### src/rtl/mbx_pkg.sv
package mbx_pkg;
  localparam int STAT_W  = 8;
  localparam int OBF_BIT = 0;
  localparam int IBF_BIT = 1;
  localparam int CD_BIT  = 3;
  localparam logic [STAT_W-1:0] SW_MASK = 8'hF4;

  typedef enum logic {SEL_DATA = 1'b0, SEL_CTRL = 1'b1} sel_e;

  // keep only the positions that local software owns
  function automatic logic [STAT_W-1:0] sw_only(input logic [STAT_W-1:0] v);
    return v & SW_MASK;
  endfunction

  // assemble the visible status byte from software bits and hardware flags
  function automatic logic [STAT_W-1:0] compose_status(
      input logic [STAT_W-1:0] sw, input logic cd, input logic ibf, input logic obf);
    logic [STAT_W-1:0] r;
    r          = sw_only(sw);
    r[CD_BIT]  = cd;
    r[IBF_BIT] = ibf;
    r[OBF_BIT] = obf;
    return r;
  endfunction
endpackage

### src/rtl/mbx_chan.sv
// One direction of the mailbox: a byte register, its full flag and a sticky overrun bit.
module mbx_chan #(
  parameter int DATA_W = 8
) (
  input  logic              clk,
  input  logic              rst_n,
  input  logic              wr_en,
  input  logic [DATA_W-1:0] wdata,
  input  logic              rd_en,
  output logic [DATA_W-1:0] data_q,
  output logic              full_q,
  output logic              overrun_q,
  output logic              set_evt,
  output logic              clr_evt,
  output logic              ovr_evt
);
  // a write always wins over a simultaneous acknowledge
  assign set_evt = wr_en;
  assign clr_evt = rd_en && !wr_en;
  assign ovr_evt = wr_en && full_q && !rd_en;

  always_ff @(posedge clk) begin
    if (!rst_n) begin
      data_q    <= '0;
      full_q    <= 1'b0;
      overrun_q <= 1'b0;
    end else begin
      if (set_evt) data_q <= wdata;
      if (set_evt)      full_q <= 1'b1;
      else if (clr_evt) full_q <= 1'b0;
      if (ovr_evt) overrun_q <= 1'b1;
    end
  end
endmodule

### src/rtl/mbx_status.sv
// Software-owned status bits plus the command/data flag.
module mbx_status
  import mbx_pkg::*;
(
  input  logic              clk,
  input  logic              rst_n,
  input  logic              host_wr,
  input  logic              host_sel,
  input  logic              sw_wr,
  input  logic [STAT_W-1:0] sw_wdata,
  input  logic              ibf,
  input  logic              obf,
  output logic [STAT_W-1:0] status,
  output logic              cd_evt
);
  logic [STAT_W-1:0] sw_q;
  logic              cd_q;

  assign cd_evt = host_wr;

  always_ff @(posedge clk) begin
    if (!rst_n) begin
      sw_q <= '0;
      cd_q <= 1'b0;
    end else begin
      if (sw_wr)  sw_q <= sw_only(sw_wdata);
      if (cd_evt) cd_q <= (host_sel == SEL_CTRL);
    end
  end

  assign status = compose_status(sw_q, cd_q, ibf, obf);
endmodule

### src/rtl/mbx_byte_mailbox.sv
module mbx_byte_mailbox
  import mbx_pkg::*;
(
  input  logic        clk,
  input  logic        rst_n,
  input  logic        host_wr,
  input  logic        host_rd,
  input  logic        host_sel,
  input  logic [7:0]  host_wdata,
  output logic [7:0]  host_rdata,
  input  logic        loc_wr,
  input  logic        loc_rd,
  input  logic        loc_sel,
  input  logic [7:0]  loc_wdata,
  output logic [7:0]  loc_rdata,
  output logic        host_irq,
  output logic        loc_irq,
  output logic        in_overrun,
  output logic        out_overrun
);
  localparam int DW = STAT_W;

  logic [DW-1:0] in_data, out_data, status_w;
  logic          ibf, obf;
  logic          in_set_evt, in_clr_evt, in_ovr_evt;
  logic          out_set_evt, out_clr_evt, out_ovr_evt;
  logic          cd_evt;
  logic          loc_data_rd, loc_data_wr, loc_stat_wr, host_data_rd;

  assign loc_data_rd  = loc_rd && (loc_sel == SEL_DATA);
  assign loc_data_wr  = loc_wr && (loc_sel == SEL_DATA);
  assign loc_stat_wr  = loc_wr && (loc_sel == SEL_CTRL);
  assign host_data_rd = host_rd && (host_sel == SEL_DATA);

  // host -> local
  mbx_chan #(.DATA_W(DW)) u_in (
    .clk(clk), .rst_n(rst_n), .wr_en(host_wr), .wdata(host_wdata), .rd_en(loc_data_rd),
    .data_q(in_data), .full_q(ibf), .overrun_q(in_overrun),
    .set_evt(in_set_evt), .clr_evt(in_clr_evt), .ovr_evt(in_ovr_evt)
  );

  // local -> host
  mbx_chan #(.DATA_W(DW)) u_out (
    .clk(clk), .rst_n(rst_n), .wr_en(loc_data_wr), .wdata(loc_wdata), .rd_en(host_data_rd),
    .data_q(out_data), .full_q(obf), .overrun_q(out_overrun),
    .set_evt(out_set_evt), .clr_evt(out_clr_evt), .ovr_evt(out_ovr_evt)
  );

  mbx_status u_stat (
    .clk(clk), .rst_n(rst_n), .host_wr(host_wr), .host_sel(host_sel),
    .sw_wr(loc_stat_wr), .sw_wdata(loc_wdata), .ibf(ibf), .obf(obf),
    .status(status_w), .cd_evt(cd_evt)
  );

  assign host_rdata = (host_sel == SEL_CTRL) ? status_w : out_data;
  assign loc_rdata  = (loc_sel == SEL_CTRL) ? status_w : in_data;
  assign loc_irq    = ibf;
  assign host_irq   = obf;
endmodule

### config.mk
export PLATFORM = sky130hd
export DESIGN_NAME = mbx_byte_mailbox
export DESIGN_NICKNAME = d
export VERILOG_FILES = /design/src/rtl/mbx_pkg.sv /design/src/rtl/mbx_chan.sv /design/src/rtl/mbx_status.sv /design/src/rtl/mbx_byte_mailbox.sv
export SDC_FILE = /design/constraint.sdc
export NUM_CORES = 1
export LEC_CHECK = 0
export ABC_AREA = 1
export BUFFER_PORTS_ARGS = -buffer_cell sky130_fd_sc_hd__buf_4
export CAP_MARGIN = 20
export CORE_UTILIZATION = 46
export DETAILED_ROUTE_END_ITERATION = 12
export PLACE_DENSITY = 0.73
export SLEW_MARGIN = 10
export SYNTH_ARGS = -nofsm -noshare
export SYNTH_HDL_FRONTEND = slang
export SYNTH_HIERARCHICAL = 1
export SYNTH_SLANG_ARGS = --single-unit
### constraint.sdc
create_clock -name clk -period 2.6 [get_ports clk]
set_clock_uncertainty 0.1 [all_clocks]
set_input_delay 0.26 -clock clk [delete_from_list [all_inputs] [get_ports clk]]
set_output_delay 0.26 -clock clk [all_outputs]
set_load 0.02 [all_outputs]
# --- Yosys cells after proc, flatten, opt, wreduce, memory -nomap -nowiden ---
# Cells that the tools add are included.
# W data, S select, Z words.
word_totals:
  output_inout_bits: 20
  wordCells: 32
  in_bits: 24
  ff_bits: 26
op_classes:
  n_reduce_logical: 16
  bitwise_logic: 2
  mux: 6
op_table:
  columns: ["op", "n"]
  rows:
  - ["$mux W8", 2]
  - ["$logic_and A1 B1 Y1", 10]
  - ["$logic_not A1 Y1", 4]
  - ["$mux W1", 4]
  - ["$reduce_bool A2 Y1", 2]
  - ["$not A1 Y1", 2]

# --- Depth between registers and ports, before layout ---
# Gate-level depths: netlist of the first run.
depth:
  ltp_word: 6
  depth_mapped: 7
  ltp_nobuf: 5

# --- Modules after synthesis ---
# Netlist of the first run, hierarchy kept.
by_module_without_submodules:
  columns: ["mod", "seq_area_each_um2", "cells_per_inst", "n_inst", "area_each_um2"]
  rows:
  - ["mbx_chan", 200.2, 46, 2, 376.6]
  - ["mbx_status", 120.1, 41, 1, 274.0]
  - ["mbx_byte_mailbox", 0.0, 60, 1, 236.5]

# --- Least setup slack after synthesis of the first run ---
# OpenSTA, ideal clock, no wires.
synth_path:
  path_type: "register to output"
  from: "reg u_out.full_q"
  to: "out host_rdata[0]"
  required_time_ns: 2.240
  path_buffers: 1
  stages_incl_launch_ff: 4
  arrival_time_ns: 0.862
  slack_ns: 1.378
  cell_sequence: "dfxtp_1 buf_4 nand2_1 nand2_1"
synth_via:
  elab_chain_cells: 1
synth_lines:
  columns: ["element", "line", "source"]
  rows:
  - ["from (decl)", "mbx_chan.sv:11", "output logic full_q,"]
  - ["from (signal assigned)", "mbx_chan.sv:25", "full_q <= 1'b0;"]
  - ["from (signal assigned)", "mbx_chan.sv:29", "if (set_evt) full_q <= 1'b1;"]
  - ["from (signal assigned)", "mbx_chan.sv:30", "else if (clr_evt) full_q <= 1'b0;"]
  - ["$mux W8", "mbx_byte_mailbox.sv:55", "assign host_rdata = (host_sel == SEL_CTRL) ? status_w : out_data;"]
  - ["to (decl)", "mbx_byte_mailbox.sv:10", "output logic [7:0] host_rdata,"]
# No other way between the ends.

# --- Worst setup path in the final report of the first run ---
layout_path:
  from: "reg u_in.full_q"
  to: "out host_rdata[1]"
layout_via:
  elab_chain_cells: 1
layout_lines:
  columns: ["element", "line"]
  rows:
  - ["from (decl)", "mbx_chan.sv:11"]
  - ["from (signal assigned)", "mbx_chan.sv:25"]
  - ["from (signal assigned)", "mbx_chan.sv:29"]
  - ["from (signal assigned)", "mbx_chan.sv:30"]
  - ["$mux W8", "mbx_byte_mailbox.sv:55"]
# No other way between the ends.

==> results by group, run 1 <==
GRT
  • Antenna violations before repair: 0
  • GRT Total Usage: 0.217
  • Total gr overflow: 0
  • Global-route wire length before repair: about 4600 um
  • Largest net degree at the start of global routing: 25
  • Vias in the first global route: ~1100

Power
  • Worst vdd ir: 0.000433 V
  • Power after layout: slightly below 900 uW
  • Leakage: roughly 0.84 nW
  • Cell Pwr Density: 570 nW/um2

Routing
  • Post-route ant nets: 0
  • Via Count: roughly 1200
  • Drt initial violations: 18
  • Via/cell ratio: around 4.6
  • Routed WL: around 2700 um
  • Drt pass-1 iters: 4
  • DRC violations left: 0
  • Avg WL per Cell: 10.6 um

Worst setup path
  • CP Capture Type: output pin
  • CP max-delay cell: dfxtp_1
  • Crit path launch type: flip-flop
  • Crit path DAT: approximately 1.1 ns
  • Worst R2R Start: u_out/full_q
  • Most frequent CP cell: nand2_1
  • Req. time, crit path: around 2.2 ns
  • Setup CP Type: reg -> out
  • Critical path peak fanout: 5
  • Crit path launch: u_in/full_q
  • Largest stage delay, worst path: between 0.4 and 0.5 ns
  • Crit path cell chain: nand2_1 > nand2_1 > buf_4

STA
  • Unrepaired setup endpoints after global routing: false
  • Setup WS post-layout: around 1.1 ns
  • Final min period: 1.45 ns
  • Max Clk Rate: a little under 700 MHz
  • Final Cycle Share: 0.558
  • Slew Viols, Final: 0
  • Slew HR: 0.551
  • # setup viols final: 0
  • Setup tns final: 0 ns
  • Number of hold violations in the final report: 0
  • Tightest Pin Transition: ~0.67 ns

Clocking
  • Hold-fix buffers, CTS: 0
  • PostCTS Resize Cnt: 0
  • Postcts setup bufs: 0
  • Clk pin slew, worst setup/hold paths: around 0.14 ns
  • CTS sink count: 26
  • Clock buffer count from CTS: 3
  • Root buf cell: clkbuf_4
  • CTS tree: done
  • H-Tree Depth: 1
  • Clk_lat worst skew: between 0.3 and 0.4 ns
  • Max clock buf depth: 2

Final layout
  • Share of cells above drive strength 1: 0.240
  • Finished Core Util: 0.626
  • Nets: 250
  • Antenna cells: 0
  • Area grow syn2layout: 27.6%

Yosys
  • Avg Cell Area, Syn: roughly 6.6 um2
  • Post-Syn Nets: 210
  • Synthesis warning total: 6
  • Post-Syn Area: 1230 um2
  • Post-Syn Instances: around 190

Floorplanning
  • Core area: 2500 um2
  • Top-level I/O count: 44
  • Die width: between 50 and 60 um
  • Cell Rows: 18
  • Starting Density: 0.490
  • Die height: about 54 um
  • Die area: 2880 um2

Place
  • HPWL after DPL: around 2000 um
  • Placer congestion estimate: 0.793
  • Pre-CTS setup slack: around 1 ns
  • Buffers on Ports: between 40 and 50

Min path
  • HP Class: in -> reg
  • Hold_sp: host_wdata[4]

Flow run
  • Max-cap viol count: 0

Run status
  • Run status: complete, no violations
==> worst paths after layout <==
check                   end  slack (ns)  cells past startpoint
max           host_rdata[1]        1.15                      3
min reg2reg  u_in/overrun_q        0.38                      2
min          u_in/data_q[4]        0.05                      3
max reg2reg    u_out/full_q        1.72                      2
==> area by class of cell <==
class	instances	area (um2)
Clock buffer	3	22.5
Inverter	20	75.1
Timing Repair Buffer	43	323
Clock inverter	1	30.0
Sequential cell	26	520
Multi-Input combinational cell	132	556
Tap cell	30	37.5
Fill cell	248	936
==> report_power, final <==
part           leakage [nW]  internal [mW]  switching, mW
registers             0.215          0.425         0.0173
logic                 0.602         0.0767         0.0996
clock network        0.0279          0.156          0.118
==> stage by stage <==
step | cells | instance area (um2) | hold WS, ns
floorplan | 186 | 1230 | 0.280
global placement | 251 | 1510 | 0.349
detailed placement | 251 | 1510 | 0.356
CTS | 255 | 1560 | 0.0398
global route | 255 | 1560 | 0.0429
finish | 255 | 1560 | 0.0495
==> per-layer routing <==
layer / share of wire / GRT usage / routed length [um] / up-vias
li1: - / - / - / 632
met1: 0.46 / 0.248 / 1240 / 514
met2: 0.48 / 0.400 / 1300 / 33
met3: 0.050 / 0.0339 / 135 / 4
met4: 0.0093 / 0.0833 / 25 / 0
met5: 0 / 0 / 0 / -
==> critical path: cells and delay by family (launching register included) <==
family	cells	cell delay, ns
flops	1	0.47
simple gates	2	0.17
buf+inv	1	0.14
==> cells in the final DEF, fill, tap and decap left out <==
| cell | n |
|---|---|
| a21oi_2 | 2 |
| buf_4 | 43 |
| inv_1 | 17 |
| o21ai_0 | 16 |
| dfxtp_1 | 26 |
| inv_2 | 3 |
| clkbuf_4 | 3 |
| a21oi_1 | 2 |
| nand2_1 | 63 |
| bufinv_16 | 1 |
| nor2_1 | 47 |
| nand3_4 | 2 |
==> sequential cells by signal, summed over array words and instances (netlist names) <==
name / cells
u_stat/cd_q: 1
u_out/data_q: 8
u_stat/sw_q: 5
u_out/full_q: 1
u_out/overrun_q: 1
u_in/overrun_q: 1
u_in/data_q: 8
u_in/full_q: 1
(Power assumes the default switching activity.)
==> run 2, diff against run 1 <==
Clock period 2.6 ns to 1.5 ns, I/O delays scaled along.
==> run 2 against run 1 <==
Effect of this change: final cell count is 6.7% higher; clock power rose by 33%; wire length grew 5.7%; critical endpoint is now loc_rdata[1]; design area is 9.7% higher; combinational power increased by 94%.
==> results by group, run 2 (same netlist as run 1, synthesis figures left out) <==
Routing
  • Post-route ant nets: 0
  • Drt initial violations: 28
  • Via/cell ratio: 4.72
  • Routed WL: roughly 2900 um
  • DRC violations left: 0
  • Avg WL per Cell: approximately 11 um
  • Via Count: between 1000 and 1500
  • Drt pass-1 iters: 4

Min path
  • HP Class: in -> reg
  • Worst Hold Path Cells: 3

GRT
  • Antenna violations before repair: 0
  • Vias in the first global route: 1165
  • Total gr overflow: 0
  • Largest net degree at the start of global routing: 25
  • Global-route wire length before repair: 4690 um
  • GRT Total Usage: 0.224

STA
  • Tightest Pin Transition: 0.336 ns
  • # setup viols final: 0
  • Setup WS post-layout: between 0.1 and 0.15 ns
  • Final min period: between 1 and 1.5 ns
  • Setup tns final: 0 ns
  • Slew Viols, Final: 0
  • Unrepaired setup endpoints after global routing: false
  • Slew HR: 0.775
  • Final Cycle Share: 0.902
  • Max Clk Rate: about 740 MHz
  • Number of hold violations in the final report: 0

Flow run
  • Max-cap viol count: 0

Power
  • Internal: between 1 and 1.5 mW
  • Leakage: just over 0.9 nW
  • Cell Pwr Density: approximately 860 nW/um2
  • Sw power: 425 uW
  • Power after layout: 1.47 mW
  • Comb pwr share: 0.232
  • Worst vdd ir: approximately 0.00062 V
  • Clock power frac: 0.247
  • Reg power frac: 0.521
  • Switching share of power: 0.289

Worst setup path
  • Reg2Reg Depth: 2
  • Crit path launch type: flip-flop
  • Setup CP Type: reg -> out
  • Critical path peak fanout: 5
  • CP Capture Type: output pin
  • Req. time, crit path: 1.25 ns
  • Crit path DAT: ~1.1 ns

Floorplanning
  • Die area: roughly 2900 um2
  • Starting Density: 0.490
  • Die height: approximately 54 um
  • Die width: 53.6 um
  • Core area: 2500 um2
  • Cell Rows: 18
  • Top-level I/O count: 44

Place
  • Dpl cell area: 1520 um2
  • Pre-CTS setup slack: about 0.31 ns
  • Placer congestion estimate: 0.757
  • Buffers on Ports: 43
  • HPWL after DPL: between 1500 and 2000 um

Final layout
  • Most common cell after layout, fill and taps aside: nand2_1
  • Finished Core Util: 0.686
  • Share of cells above drive strength 1: 0.227
  • Commonest non-fill, non-tap cells in the layout: nand2_1 (63), nor2_1 (47), buf_4 (44)
  • Area grow syn2layout: 39.9%
  • Nets: about 270
  • Antenna cells: 0
  • Final instance area: roughly 1700 um2
  • Largest registers: u_in/data_q x8, u_out/data_q x8, u_stat/sw_q x5

Clocking
  • Max clock buf depth: 2
  • H-Tree Depth: 1
  • CTS sink count: 26
  • Clk_lat worst skew: 0.33 ns
  • Clock buffer count from CTS: 3
  • Clk pin slew, worst setup/hold paths: between 0.1 and 0.15 ns
  • Root buf cell: clkbuf_4
  • CTS tree: done

Run status
  • Run status: complete, no violations
[run 2: final timing paths]
check	from	to	slack, ns
setup / recovery	u_in/full_q	loc_rdata[1]	0.15
hold / removal	host_wr	u_in/overrun_q	0.02
setup reg to reg	u_in/full_q	u_in/full_q	0.66
hold reg to reg	u_in/overrun_q	u_in/overrun_q	0.38
[run 2: area by class of cell]
cell class | count | area, um2
Timing Repair Buffer | 60 | 490
Multi-Input combinational cell | 132 | 556
Inverter | 20 | 75.1
Fill cell | 222 | 785
Clock buffer | 4 | 36.3
Tap cell | 30 | 37.5
Sequential cell | 26 | 520
[run 2: layer usage]
metal | part of all wire | GRT usage | up-vias
met5 | 0 | 0 | -
met2 | 0.48 | 0.400 | 38
met3 | 0.051 | 0.0254 | 2
met1 | 0.46 | 0.270 | 579
met4 | 0.011 | 0.0921 | 0
li1 | - | - | 665
[run 2: metrics by stage]
| stage | std cells | hold WS (ns) |
|---|---|---|
| after floorplan | 186 | 0.170 |
| after global placement | 252 | 0.271 |
| after detailed placement | 252 | 0.278 |
| after CTS | 272 | 0.0104 |
| after global routing | 272 | 0.0220 |
| final | 272 | 0.0213 |
[run 2: worst max-delay path: stages, from the launching register on]
cell	delay [ns]
dfxtp_1	0.47
nand2_1	0.08
nand2_1	0.08
buf_4	0.14
[run 2: repair_timing]
| action | in CTS | in global routing |
|---|---|---|
| endpoints found under the setup margin | 0 | 0 |
| hold endpoints to repair | 16 | 0 |
| gates resized for setup | 0 | 0 |
| setup buffers | 0 | 0 |
| hold buffers | 16 | 0 |
[run 2: power groups by stage]
| stage | Sequential [mW] | Clock, mW | Combinational (mW) |
|---|---|---|---|
| final | 0.766 | 0.364 | 0.341 |
| after global routing | 0.773 | 0.398 | 0.379 |
| after CTS | 0.766 | 0.378 | 0.342 |
| after detailed placement | 0.782 | 0 | 0.308 |
| after global placement | 0.780 | 0 | 0.303 |
| after floorplan | 0.780 | 0 | 0.182 |
